===== config.mk =====
export PLATFORM = sky130hd
export DESIGN_NAME = ser_port
export DESIGN_NICKNAME = d
export VERILOG_FILES = /design/src/rtl/ser_pkg.sv /design/src/rtl/ser_tick.sv /design/src/rtl/ser_sync.sv /design/src/rtl/ser_uart_tx.sv /design/src/rtl/ser_uart_rx.sv /design/src/rtl/ser_port.sv
export SDC_FILE = /design/constraint.sdc
export NUM_CORES = 1
export LEC_CHECK = 0
export BUFFER_PORTS_ARGS = -buffer_cell sky130_fd_sc_hd__buf_2
export CAP_MARGIN = 25
export CORE_MARGIN = 2
export CORE_UTILIZATION = 55
export DETAILED_ROUTE_END_ITERATION = 16
export PLACE_DENSITY_LB_ADDON = 0.12
export SYNTH_ARGS = -nofsm -noshare
export SYNTH_HDL_FRONTEND = slang
export SYNTH_SLANG_ARGS = --single-unit

===== constraint.sdc =====
create_clock -name clk -period 3.4 [get_ports clk]
set_input_delay 0.68 -clock clk [delete_from_list [all_inputs] [get_ports clk]]
set_output_delay 0.68 -clock clk [all_outputs]
set_load 0.01 [all_outputs]

===== src/rtl/ser_pkg.sv =====
package ser_pkg;
  typedef enum logic [1:0] {
    MD_MASTER = 2'b00,
    MD_SLAVE  = 2'b01,
    MD_ASYNC7 = 2'b10,
    MD_ASYNC8 = 2'b11
  } ser_mode_e;

  localparam logic [1:0] A_CTRL = 2'd0;
  localparam logic [1:0] A_DIV  = 2'd1;
  localparam logic [1:0] A_DATA = 2'd2;
  localparam logic [1:0] A_RX   = 2'd3;
endpackage


===== src/rtl/ser_tick.sv =====
module ser_tick #(
  parameter int DW = 8
) (
  input  logic          clk,
  input  logic          rst,
  input  logic [DW-1:0] div,
  output logic          tick
);
  logic [DW-1:0] cnt;

  assign tick = (cnt >= div);

  always_ff @(posedge clk) begin
    if (rst)       cnt <= '0;
    else if (tick) cnt <= '0;
    else           cnt <= cnt + 1'b1;
  end
endmodule


===== src/rtl/ser_sync.sv =====
module ser_sync #(
  parameter int W = 8
) (
  input  logic         clk,
  input  logic         rst,
  input  logic         master,
  input  logic         start,
  input  logic [W-1:0] tx_byte,
  input  logic         tick,
  input  logic         sclk_in,
  input  logic         sdi_in,
  output logic         sclk_q,
  output logic         sdo,
  output logic         rdy_n,
  output logic         busy,
  output logic         done,
  output logic [W-1:0] rx_byte
);
  localparam int CW = (W > 1) ? $clog2(W) : 1;

  logic [W-1:0]  sh;
  logic [CW-1:0] cnt;
  logic          sclk_prev;
  logic          fall_ev, rise_ev;

  // master paces edges from the divider; slave follows the pin
  assign fall_ev = master ? (tick && sclk_q)  : (sclk_prev && !sclk_in);
  assign rise_ev = master ? (tick && !sclk_q) : (!sclk_prev && sclk_in);
  assign rx_byte = sh;

  always_ff @(posedge clk) begin
    if (rst) sclk_prev <= 1'b1;
    else     sclk_prev <= sclk_in;
  end

  always_ff @(posedge clk) begin
    if (rst) begin
      sclk_q <= 1'b1;
      sdo    <= 1'b1;
      rdy_n  <= 1'b1;
      busy   <= 1'b0;
      done   <= 1'b0;
      sh     <= '0;
      cnt    <= '0;
    end else begin
      done <= 1'b0;
      if (start && !busy) begin
        sh     <= tx_byte;
        busy   <= 1'b1;
        cnt    <= '0;
        sclk_q <= 1'b1;
        rdy_n  <= master;
      end else if (busy) begin
        if (fall_ev) begin
          sdo <= sh[0];
          if (master) sclk_q <= 1'b0;
        end else if (rise_ev) begin
          sh  <= {sdi_in, sh[W-1:1]};
          cnt <= cnt + 1'b1;
          if (master) sclk_q <= 1'b1;
          if (cnt == CW'(W-1)) begin
            busy  <= 1'b0;
            done  <= 1'b1;
            rdy_n <= 1'b1;
          end
        end
      end
    end
  end
endmodule


===== src/rtl/ser_uart_tx.sv =====
module ser_uart_tx #(
  parameter int W = 8
) (
  input  logic         clk,
  input  logic         rst,
  input  logic         tick,
  input  logic         start,
  input  logic [W-1:0] data,
  input  logic         len8,
  input  logic         par_en,
  input  logic         par_odd,
  output logic         txd,
  output logic         busy
);
  localparam int FW = W + 3;
  localparam int LW = $clog2(FW + 1);
  localparam int NW = $clog2(W + 1);

  logic [FW-1:0] fr;
  logic [FW-2:0] sh;
  logic [LW-1:0] nbits, left;
  logic [NW-1:0] nd;
  logic [W-1:0]  mask;
  logic [3:0]    ph;

  always_comb begin
    nd    = len8 ? NW'(W) : NW'(W-1);
    mask  = len8 ? '1 : {1'b0, {(W-1){1'b1}}};
    fr    = '1;          // idle ones double as the stop bit
    fr[0] = 1'b0;
    for (int i = 0; i < W; i++)
      if (i < int'(nd)) fr[1+i] = data[i];
    if (par_en) fr[1+int'(nd)] = par_odd ^ (^(data & mask));
    nbits = LW'(nd) + LW'(par_en) + LW'(2);
  end

  always_ff @(posedge clk) begin
    if (rst) begin
      txd  <= 1'b1;
      busy <= 1'b0;
      sh   <= '1;
      left <= '0;
      ph   <= '0;
    end else if (start && !busy) begin
      sh   <= fr[FW-1:1];
      txd  <= fr[0];
      left <= nbits;
      ph   <= '0;
      busy <= 1'b1;
    end else if (busy && tick) begin
      ph <= ph + 1'b1;
      if (ph == 4'd15) begin
        if (left == LW'(1)) begin
          busy <= 1'b0;
          txd  <= 1'b1;
        end else begin
          left <= left - 1'b1;
          txd  <= sh[0];
          sh   <= {1'b1, sh[FW-2:1]};
        end
      end
    end
  end
endmodule


===== src/rtl/ser_uart_rx.sv =====
module ser_uart_rx #(
  parameter int W = 8
) (
  input  logic         clk,
  input  logic         rst,
  input  logic         en,
  input  logic         tick,
  input  logic         rxd,
  input  logic         len8,
  input  logic         par_en,
  input  logic         par_odd,
  output logic         done,
  output logic [W-1:0] data,
  output logic         perr,
  output logic         ferr
);
  localparam int SW = W + 1;
  localparam int CW = $clog2(SW + 1);
  localparam int NW = $clog2(W + 1);

  logic [SW-1:0] sh, tmp;
  logic [CW-1:0] cnt, k;
  logic [NW-1:0] nd;
  logic [W-1:0]  dec;
  logic          pe, act, hunt;
  logic [3:0]    ph;

  always_comb begin
    nd  = len8 ? NW'(W) : NW'(W-1);
    k   = CW'(nd) + CW'(par_en);
    tmp = sh >> (SW - int'(k));
    dec = tmp[W-1:0] & (len8 ? {W{1'b1}} : {1'b0, {(W-1){1'b1}}});
    pe  = par_en && (tmp[nd] != (par_odd ^ (^dec)));
  end

  always_ff @(posedge clk) begin
    if (rst) begin
      act  <= 1'b0;
      hunt <= 1'b0;
      ph   <= '0;
      cnt  <= '0;
      sh   <= '0;
      done <= 1'b0;
      data <= '0;
      perr <= 1'b0;
      ferr <= 1'b0;
    end else begin
      done <= 1'b0;
      if (!act) begin
        if (en && !rxd) begin
          act  <= 1'b1;
          hunt <= 1'b1;
          ph   <= '0;
          cnt  <= '0;
        end
      end else if (tick) begin
        ph <= ph + 1'b1;
        if (hunt && ph == 4'd7) begin
          if (rxd) act <= 1'b0;        // glitch, not a start bit
          else begin
            hunt <= 1'b0;
            ph   <= '0;
          end
        end else if (!hunt && ph == 4'd15) begin
          if (cnt == k) begin
            act  <= 1'b0;
            done <= 1'b1;
            data <= dec;
            perr <= pe;
            ferr <= !rxd;
          end else begin
            sh  <= {rxd, sh[SW-1:1]};
            cnt <= cnt + 1'b1;
          end
        end
      end
    end
  end
endmodule


===== src/rtl/ser_port.sv =====
module ser_port
  import ser_pkg::*;
#(
  parameter int W       = 8,
  parameter int DIV_RST = 3
) (
  input  logic         clk,
  input  logic         rst,
  input  logic         reg_we,
  input  logic         reg_re,
  input  logic [1:0]   reg_addr,
  input  logic [W-1:0] reg_wdata,
  output logic [W-1:0] reg_rdata,
  input  logic         sdi,
  output logic         sdo,
  input  logic         sclk_i,
  output logic         sclk_o,
  output logic         sclk_oe,
  output logic         rdy_n
);
  ser_mode_e    mode_q;
  logic [1:0]   par_q;
  logic [W-1:0] div_q, rx_q;
  logic         rx_full, perr_q, ferr_q;
  logic         sdi_m, sdi_s, sck_m, sck_s;
  logic         tick, is_async, is_master, busy_any, wr_data;
  logic         s_sclk, s_sdo, s_rdy, s_busy, s_done;
  logic [W-1:0] s_rx;
  logic         t_txd, t_busy;
  logic         r_done, r_perr, r_ferr;
  logic [W-1:0] r_data;

  assign is_async  = mode_q[1];
  assign is_master = (mode_q == MD_MASTER);
  assign busy_any  = s_busy | t_busy;
  assign wr_data   = reg_we && (reg_addr == A_DATA);

  always_ff @(posedge clk) begin
    if (rst) {sdi_m, sdi_s, sck_m, sck_s} <= 4'b1111;
    else     {sdi_m, sdi_s, sck_m, sck_s} <= {sdi, sdi_m, sclk_i, sck_m};
  end

  ser_tick #(.DW(W)) u_tick (.clk(clk), .rst(rst), .div(div_q), .tick(tick));

  ser_sync #(.W(W)) u_sync (
    .clk(clk), .rst(rst), .master(is_master),
    .start(wr_data && !is_async && !busy_any), .tx_byte(reg_wdata),
    .tick(tick), .sclk_in(sck_s), .sdi_in(sdi_s),
    .sclk_q(s_sclk), .sdo(s_sdo), .rdy_n(s_rdy), .busy(s_busy),
    .done(s_done), .rx_byte(s_rx));

  ser_uart_tx #(.W(W)) u_tx (
    .clk(clk), .rst(rst), .tick(tick),
    .start(wr_data && is_async && !busy_any), .data(reg_wdata),
    .len8(mode_q[0]), .par_en(par_q[1]), .par_odd(par_q[0]),
    .txd(t_txd), .busy(t_busy));

  ser_uart_rx #(.W(W)) u_rx (
    .clk(clk), .rst(rst), .en(is_async), .tick(tick), .rxd(sdi_s),
    .len8(mode_q[0]), .par_en(par_q[1]), .par_odd(par_q[0]),
    .done(r_done), .data(r_data), .perr(r_perr), .ferr(r_ferr));

  assign sdo     = is_async ? t_txd : s_sdo;
  assign sclk_o  = s_sclk;
  assign sclk_oe = is_master;
  assign rdy_n   = (mode_q == MD_SLAVE) ? s_rdy : 1'b1;

  always_ff @(posedge clk) begin
    if (rst) begin
      mode_q  <= MD_MASTER;
      par_q   <= 2'b00;
      div_q   <= W'(DIV_RST);
      rx_q    <= '0;
      rx_full <= 1'b0;
      perr_q  <= 1'b0;
      ferr_q  <= 1'b0;
    end else begin
      if (reg_we && reg_addr == A_CTRL) begin
        mode_q <= ser_mode_e'(reg_wdata[1:0]);
        par_q  <= reg_wdata[3:2];
      end
      if (reg_we && reg_addr == A_DIV) div_q <= reg_wdata;
      if (reg_re && reg_addr == A_RX) rx_full <= 1'b0;
      // a completing frame wins over a same-cycle read clear
      if (s_done) begin
        rx_q    <= s_rx;
        rx_full <= 1'b1;
        perr_q  <= 1'b0;
        ferr_q  <= 1'b0;
      end else if (r_done) begin
        rx_q    <= r_data;
        rx_full <= 1'b1;
        perr_q  <= r_perr;
        ferr_q  <= r_ferr;
      end
    end
  end

  always_ff @(posedge clk) begin
    if (rst) reg_rdata <= '0;
    else begin
      case (reg_addr)
        A_CTRL:  reg_rdata <= W'({par_q, mode_q});
        A_DIV:   reg_rdata <= div_q;
        A_DATA:  reg_rdata <= W'({ferr_q, perr_q, rx_full, busy_any});
        default: reg_rdata <= rx_q;
      endcase
    end
  end
endmodule


== Yosys cells after proc, flatten, opt, wreduce, memory -nomap -nowiden ==
Index checks and enable logic that the tools add are counted.

* Reductions and logical operators: 62
* Bitwise logic cells: 14
* Multiplexer cells: 84
* Shift-type cells: 1
* Equal/unequal tests: 19
* Add/sub/neg operators: 10
* Magnitude comparators: 12

{| class="wikitable"
|+ Operators with widths
! operator !! count
|-
| 4-bit 2-to-1 mux || 15
|-
| 8-bit 2-to-1 mux || 7
|-
| 1-bit 2-to-1 mux || 53
|-
| 10-bit 2-to-1 mux || 4
|-
| 32-bit by 1-bit greater-or-equal comparator with 1-bit output (second input constant) || 1
|-
| 32-bit by 6-bit < comparator with 1-bit output (second input constant) || 1
|-
| 9-bit by 32-bit right shift with 9-bit output || 1
|-
| 8-bit case mux with 3 select lines || 1
|-
| 1-bit logical AND || 20
|-
| 3-bit AND reduction || 6
|-
| 2-bit nonzero test || 9
|-
| 8-bit AND || 2
|-
| 3-bit by 4-bit < comparator with 1-bit output (first input constant) || 4
|-
| 8-bit parity || 2
|-
| 5-bit AND reduction || 3
|-
| 2-bit != test (second input constant) || 7
|-
| 4-bit by 1-bit adder with 4-bit output (second input constant) || 3
|-
| 11-bit bitwise mux || 1
|-
| 11-bit 2-to-1 mux || 1
|-
| 5-bit OR reduction || 2
|-
| 1-bit logical NOT || 9
|-
| 1-bit NOT || 9
|-
| 8-bit by 1-bit adder with 8-bit output (second input constant) || 1
|-
| 4-bit equality test (second input constant) || 2
|-
| 27 further kinds || 38
|}

* Bits of input ports: 16
* Logic and storage cells: 237
* Bits in registers: 110
* Output and inout port bits: 12

== Logic depth before layout (Yosys ltp) ==
* Depth in word-level cells: 9
* Mapped depth: 12
* Mapped depth without buffers: 9

== Cells and area by module ==
A second synthesis with hierarchy kept.

* Cell total of the unflattened synthesis: 645
* Area, all modules: 5774.3 µm²

{| class="wikitable"
|+ By module, submodules not included
! module !! sequential area each (µm²) !! cells each !! area an instance (µm²) !! instances
|-
| ser_uart_rx || 600.6 || 201 || 1740.4 || 1
|-
| ser_port || 700.7 || 150 || 1534.0 || 1
|-
| ser_uart_tx || 380.4 || 142 || 1129.8 || 1
|-
| ser_sync || 340.3 || 93 || 840.8 || 1
|-
| ser_tick || 160.2 || 59 || 529.3 || 1
|}

== Least setup slack after synthesis ==
No wires, ideal clock.

* Kind: reg2reg
* From: register mode_q[0]
* To: register u_rx.perr
* Setup time: 0.134 ns
* Setup slack: 0.992 ns
* Arrival time: 2.274 ns
* Stages on the path, launching flop included: 11
* Data required time: 3.266 ns
* Cells stage by stage: dfxtp_1 buf_2 clkinv_1 ha_1 buf_2 inv_1 o211ai_1 xnor3_1 xnor2_1 nand4_1 o221ai_1

* Word-level cells in the longest chain between the ends: 9
* Elaborated cells on any way between the ends: 14
* Classes of those cells: 2 x add/sub; 2 x eq/ne; 1 x shift; 4 x mux; 2 x bitwise; 3 x reduce/logical

{| class="wikitable"
|+ Ends and longest elaborated chain
! element !! RTL line !! RTL
|-
| start: declaration || ser_port.sv:21 || <nowiki>ser_mode_e mode_q;</nowiki>
|-
| start signal: assignment || ser_port.sv:79 || <nowiki>mode_q <= ser_mode_e'(reg_wdata[1:0]);</nowiki>
|-
| branches (longest 9 deep; another with 4-bit by 4-bit subtractor with 5-bit output) || -- ||
|-
| end signal: assignment || ser_uart_rx.sv:69 || <nowiki>perr <= pe;</nowiki>
|-
| end: declaration || ser_uart_rx.sv:14 || <nowiki>output logic perr,</nowiki>
|}

Several ways; the timed one is not identified. The select of a mux whose other input is x is not followed.
A chain may end at the register's enable or synchronous reset.

== Final worst setup path ==
* From: register mode_q[0]
* To: register u_rx.cnt[0]

* Word-level cells in the longest chain between the ends: 5

{| class="wikitable"
|+ Ends and longest elaborated chain
! element !! RTL line !! RTL
|-
| 4-bit 2-to-1 mux || ser_uart_rx.sv:29 || <nowiki>nd = len8 ? NW'(W) : NW'(W-1);</nowiki>
|-
| 4-bit by 1-bit adder with 4-bit output || ser_uart_rx.sv:30 || <nowiki>k = CW'(nd) + CW'(par_en);</nowiki>
|-
| 4-bit equality test || ser_uart_rx.sv:65 || <nowiki>if (cnt == k) begin</nowiki>
|-
| 2-bit != test (no source line) || -- ||
|-
| 5-bit AND reduction (no source line) || -- ||
|-
| end signal: assignment || ser_uart_rx.sv:73 || <nowiki>cnt <= cnt + 1'b1;</nowiki>
|-
| end: declaration || ser_uart_rx.sv:22 || <nowiki>logic [CW-1:0] cnt, k;</nowiki>
|}

Every way passes these cells.

==> results.md <==
| Parameter | This run |
|---|---|
| Maximum clock rate | 328 MHz |
| Congestion Overflow GR | 0 |
| Worst Path Arrival | 3.36 ns |
| First element of the critical path | mode_q[0]$_SDFFE_PP0P_ |
| CP peak stage delay | 0.80 ns |
| Startpoint of the worst-slack reg-to-reg timing path | mode_q[0]$_SDFFE_PP0P_ |
| DIE HEIGHT | 104 µm |
| Count of H-tree levels built during CTS | 3 |
| Run status | finished clean |
| Met1 WL | 5960 µm |
| Wire length on met2 | 5990 µm |
| Crit path launch type | register |
| Initial cell density of the core | 56.2% |
| Last weighted congestion value of the routability-driven placer | 0.882 |
| Uppermost layer routed | met4 |
| Drt first pass iters | 5 |
| Final Max Tran Viols | 0 |
| Syn Area/Cell | 9.03 µm² |
| All-layer global routing usage | 23.7% |
| Routed wire length | 12600 µm |
| Destination of the critical timing path | u_rx.cnt[0]$_SDFFE_PP0P_ |
| Max clock buf depth | 2 |
| DR vias | 4305 |
| Number of nets with antenna violations after routing | 0 |
| Row cnt | 36 |
| DRC violations left | 0 |
| Count of cell types in the netlist | 66 |
| Max-cap viol count | 0 |
| Cell total after placement | 734 |
| Post-synthesis cell count | 605 |
| Detailed-routed wire length on met3 | 562 µm |
| Slew HR | 31.1% |
| Endpoint required time on the critical path | 3.71 ns |
| Via count of the first global-routing pass | 4010 |
| CTS Buf Count | 9 |
| Count of state elements after synthesis | 109 |
| Number of antenna cells inserted | 0 |
| Endpoint of the lowest-slack register-to-register path | u_rx.cnt[0]$_SDFFE_PP0P_ |
| Final-report setup violation count | 0 |
| Initial antenna violation count | 0 |
| Cts-stage hold buffer count | 0 |
| Post-detail-place hpwl | 9040 µm |
| Portion of the post-synthesis area used by sequential elements | 39.9% |
| Sequence of cells on the critical path | clkinv_1 > ha_1 > xnor2_1 > a211oi_4 > nand2b_1 > nor3_2 > mux2_1 > nor2_1 |
| Tightest Hold Check Type | reg2reg |
| Path depth of the worst reg2reg path | 8 |
| Final clock skew | 0.0123 ns |
| Final-layout fill cell count | 872 |
| Synth Warn # | 0 |
| # nets final | 647 |
| CTS Sinks | 109 |
| Most used flip-flop cell after synthesis | dfxtp_1 |
| Ratio of cells with drive above 1 in the final layout | 12.3% |
| Layout overhead on the synthesized area | 5.93% |
| Post-detailed-route wirelength per cell | 16.9 µm |
| Global-route wire length before repair | 20400 µm |
| Largest fanout on the critical path | 12 |
| CTS-repair resized insts | 0 |
| Root buf cell | clkbuf_8 |
| Kind of end point of the critical path | register |
| Slowest stage cell on the critical path | nor3_2 |
| Post-CTS Repair Setup Buffers | 0 |
| Proportion of register bits with asynchronous set or reset after synthesis | 0% |
| Clock tree from TritonCTS | yes |
| Mean number of vias per cell | 5.75 |
| Die footprint | 0.0108 mm² |
| Slew at the pin with the worst max-slew slack | 1.03 ns |
| Most frequent standard cell in the layout excluding fill and tap cells | dfxtp_1 |
| Leakage | 0.00220 µW |
| Syn_nets | 640 |
| IR drop worst, VDD | 0.309 mV |
| Largest net degree at the start of global routing | 77 |
| Core area | 0.00973 mm² |
| Initial detailed-routing violation count | 315 |
| Commonest cells after routing, fill and taps aside | dfxtp_1 (109), nor2_1 (105), mux2i_1 (61) |
| Die Span X | 104 µm |
| Final TNS setup | 0 ns |
| Shortest clock period the worst path allows after layout | 3.05 ns |
| Ratio of total power to cell area | 407 mW/mm² |
| CTS clk-pin slew, worst paths | 0.11 ns |
| Class of the most critical setup path | reg2reg |
| Number of top-level design ports | 28 |
| Slack of the worst reg-to-reg path | 0.35 ns |
| Post-synthesis cell area | 0.00547 mm² |
| Final hold slack | 0.417 ns |
| Overall power consumption | 2360 µW |
| Endpoints failing hold | 0 |
| Post-synth EDFFs | 0 |
| Post-layout instance count excluding filler cells | 749 |
| Unrepaired setup endpoints after global routing | false |
| Fraction of the cycle the final worst path needs | 89.7% |
| Worst skew pair latency | 0.38 ns |
| Count of buffers inserted at the top-level ports | 27 |
-- cell families after synthesis --
family	synth area share (%)
AO/OA/AOI/OAI	11.6
XOR/XNOR	5.38
adder cells (fa/ha/maj)	4.35
buffers and inverters	4.62
flip-flops	39.9
multiplexers	13.1
AND/OR/NAND/NOR	21.0
-- cell type report --
class | count | area (µm²) | area share [%]
clock inverter | 5 | 35.0 | 0.605
sequential | 109 | 2180 | 37.7
clock buffer | 10 | 138 | 2.38
multi-input combinational | 444 | 3040 | 52.4
timing repair buffer | 32 | 173 | 2.98
inverter | 16 | 60.1 | 1.04
tap | 133 | 166 | 2.87
-- critical path, delay by kind of cell, from the launching register on --
kind | cells | cell delay [ns]
buf+inv | 1 | 0.14
compound gates | 1 | 0.07
mux | 1 | 0.39
simple gates | 3 | 1.08
xor+xnor | 1 | 0.23
fa+ha+maj | 1 | 0.57
flops | 1 | 0.50
-- power by group --
group | internal [µW] | total [µW] | switching, µW
clock | 284 | 723 | 439
combinational | 106 | 299 | 193
sequential | 1300 | 1340 | 33.7
-- per-stage QoR --
stage	util, %	instance area, µm²	worst slack, ns
after global placement	57.7	5620	0.523
after CTS	59.5	5790	0.364
final	59.5	5790	0.351
after detailed placement	57.7	5620	0.429
after floorplan	-	5470	0.992
after global routing	59.5	5790	0.0807
-- worst min path at each step --
stage / startpoint / end / cells past startpoint
after floorplan: sck_m$_SDFF_PP1_ / sck_s$_SDFF_PP1_ / 1
after detailed placement: sck_m$_SDFF_PP1_ / sck_s$_SDFF_PP1_ / 1
final: sck_m$_SDFF_PP1_ / sck_s$_SDFF_PP1_ / 1
after CTS: sck_m$_SDFF_PP1_ / sck_s$_SDFF_PP1_ / 1
after global routing: sck_m$_SDFF_PP1_ / sck_s$_SDFF_PP1_ / 1
after global placement: sck_m$_SDFF_PP1_ / sck_s$_SDFF_PP1_ / 1
-- flip-flops by register name, summed over array words and instances (netlist names), 2 cells and up --
signal,flops
u_rx.sh,9
u_tx.sh,9
div_q,8
reg_rdata,8
rx_q,8
u_rx.data,8
u_sync.rx_byte,8
u_tick.cnt,8
u_rx.cnt,4
u_rx.ph,4
u_tx.left,4
u_tx.ph,4
u_sync.cnt,3
mode_q,2
par_q,2
-- synth_stat cells, types with 6 or more instances --
| cell | instances | area share (%) |
|---|---|---|
| dfxtp_1 | 109 | 40 |
| nor2_1 | 105 | 7.2 |
| mux2i_1 | 61 | 11 |
| nand2_1 | 37 | 2.5 |
| a21oi_1 | 24 | 2.2 |
| nand3_1 | 24 | 2.2 |
| a211oi_1 | 20 | 2.7 |
| ha_1 | 19 | 4.3 |
| xnor2_1 | 19 | 3.0 |
| clkbuf_1 | 18 | 1.2 |
| o21ai_0 | 18 | 1.6 |
| inv_1 | 15 | 1.0 |
| nor3_1 | 12 | 1.1 |
| xor2_1 | 12 | 1.9 |
| a31oi_1 | 6 | 0.69 |
| buf_1 | 6 | 0.41 |
| buf_6 | 6 | 1.2 |
| or2_2 | 6 | 0.69 |
-- per-layer routing --
metal	vias to the layer above	GRT usage, %
met2	107	39.2
met5	-	0
met4	0	6.37
met1	2063	31.9
li1	2124	-
met3	11	4.78
No activity file was read; power rests on OpenSTA's default activity.
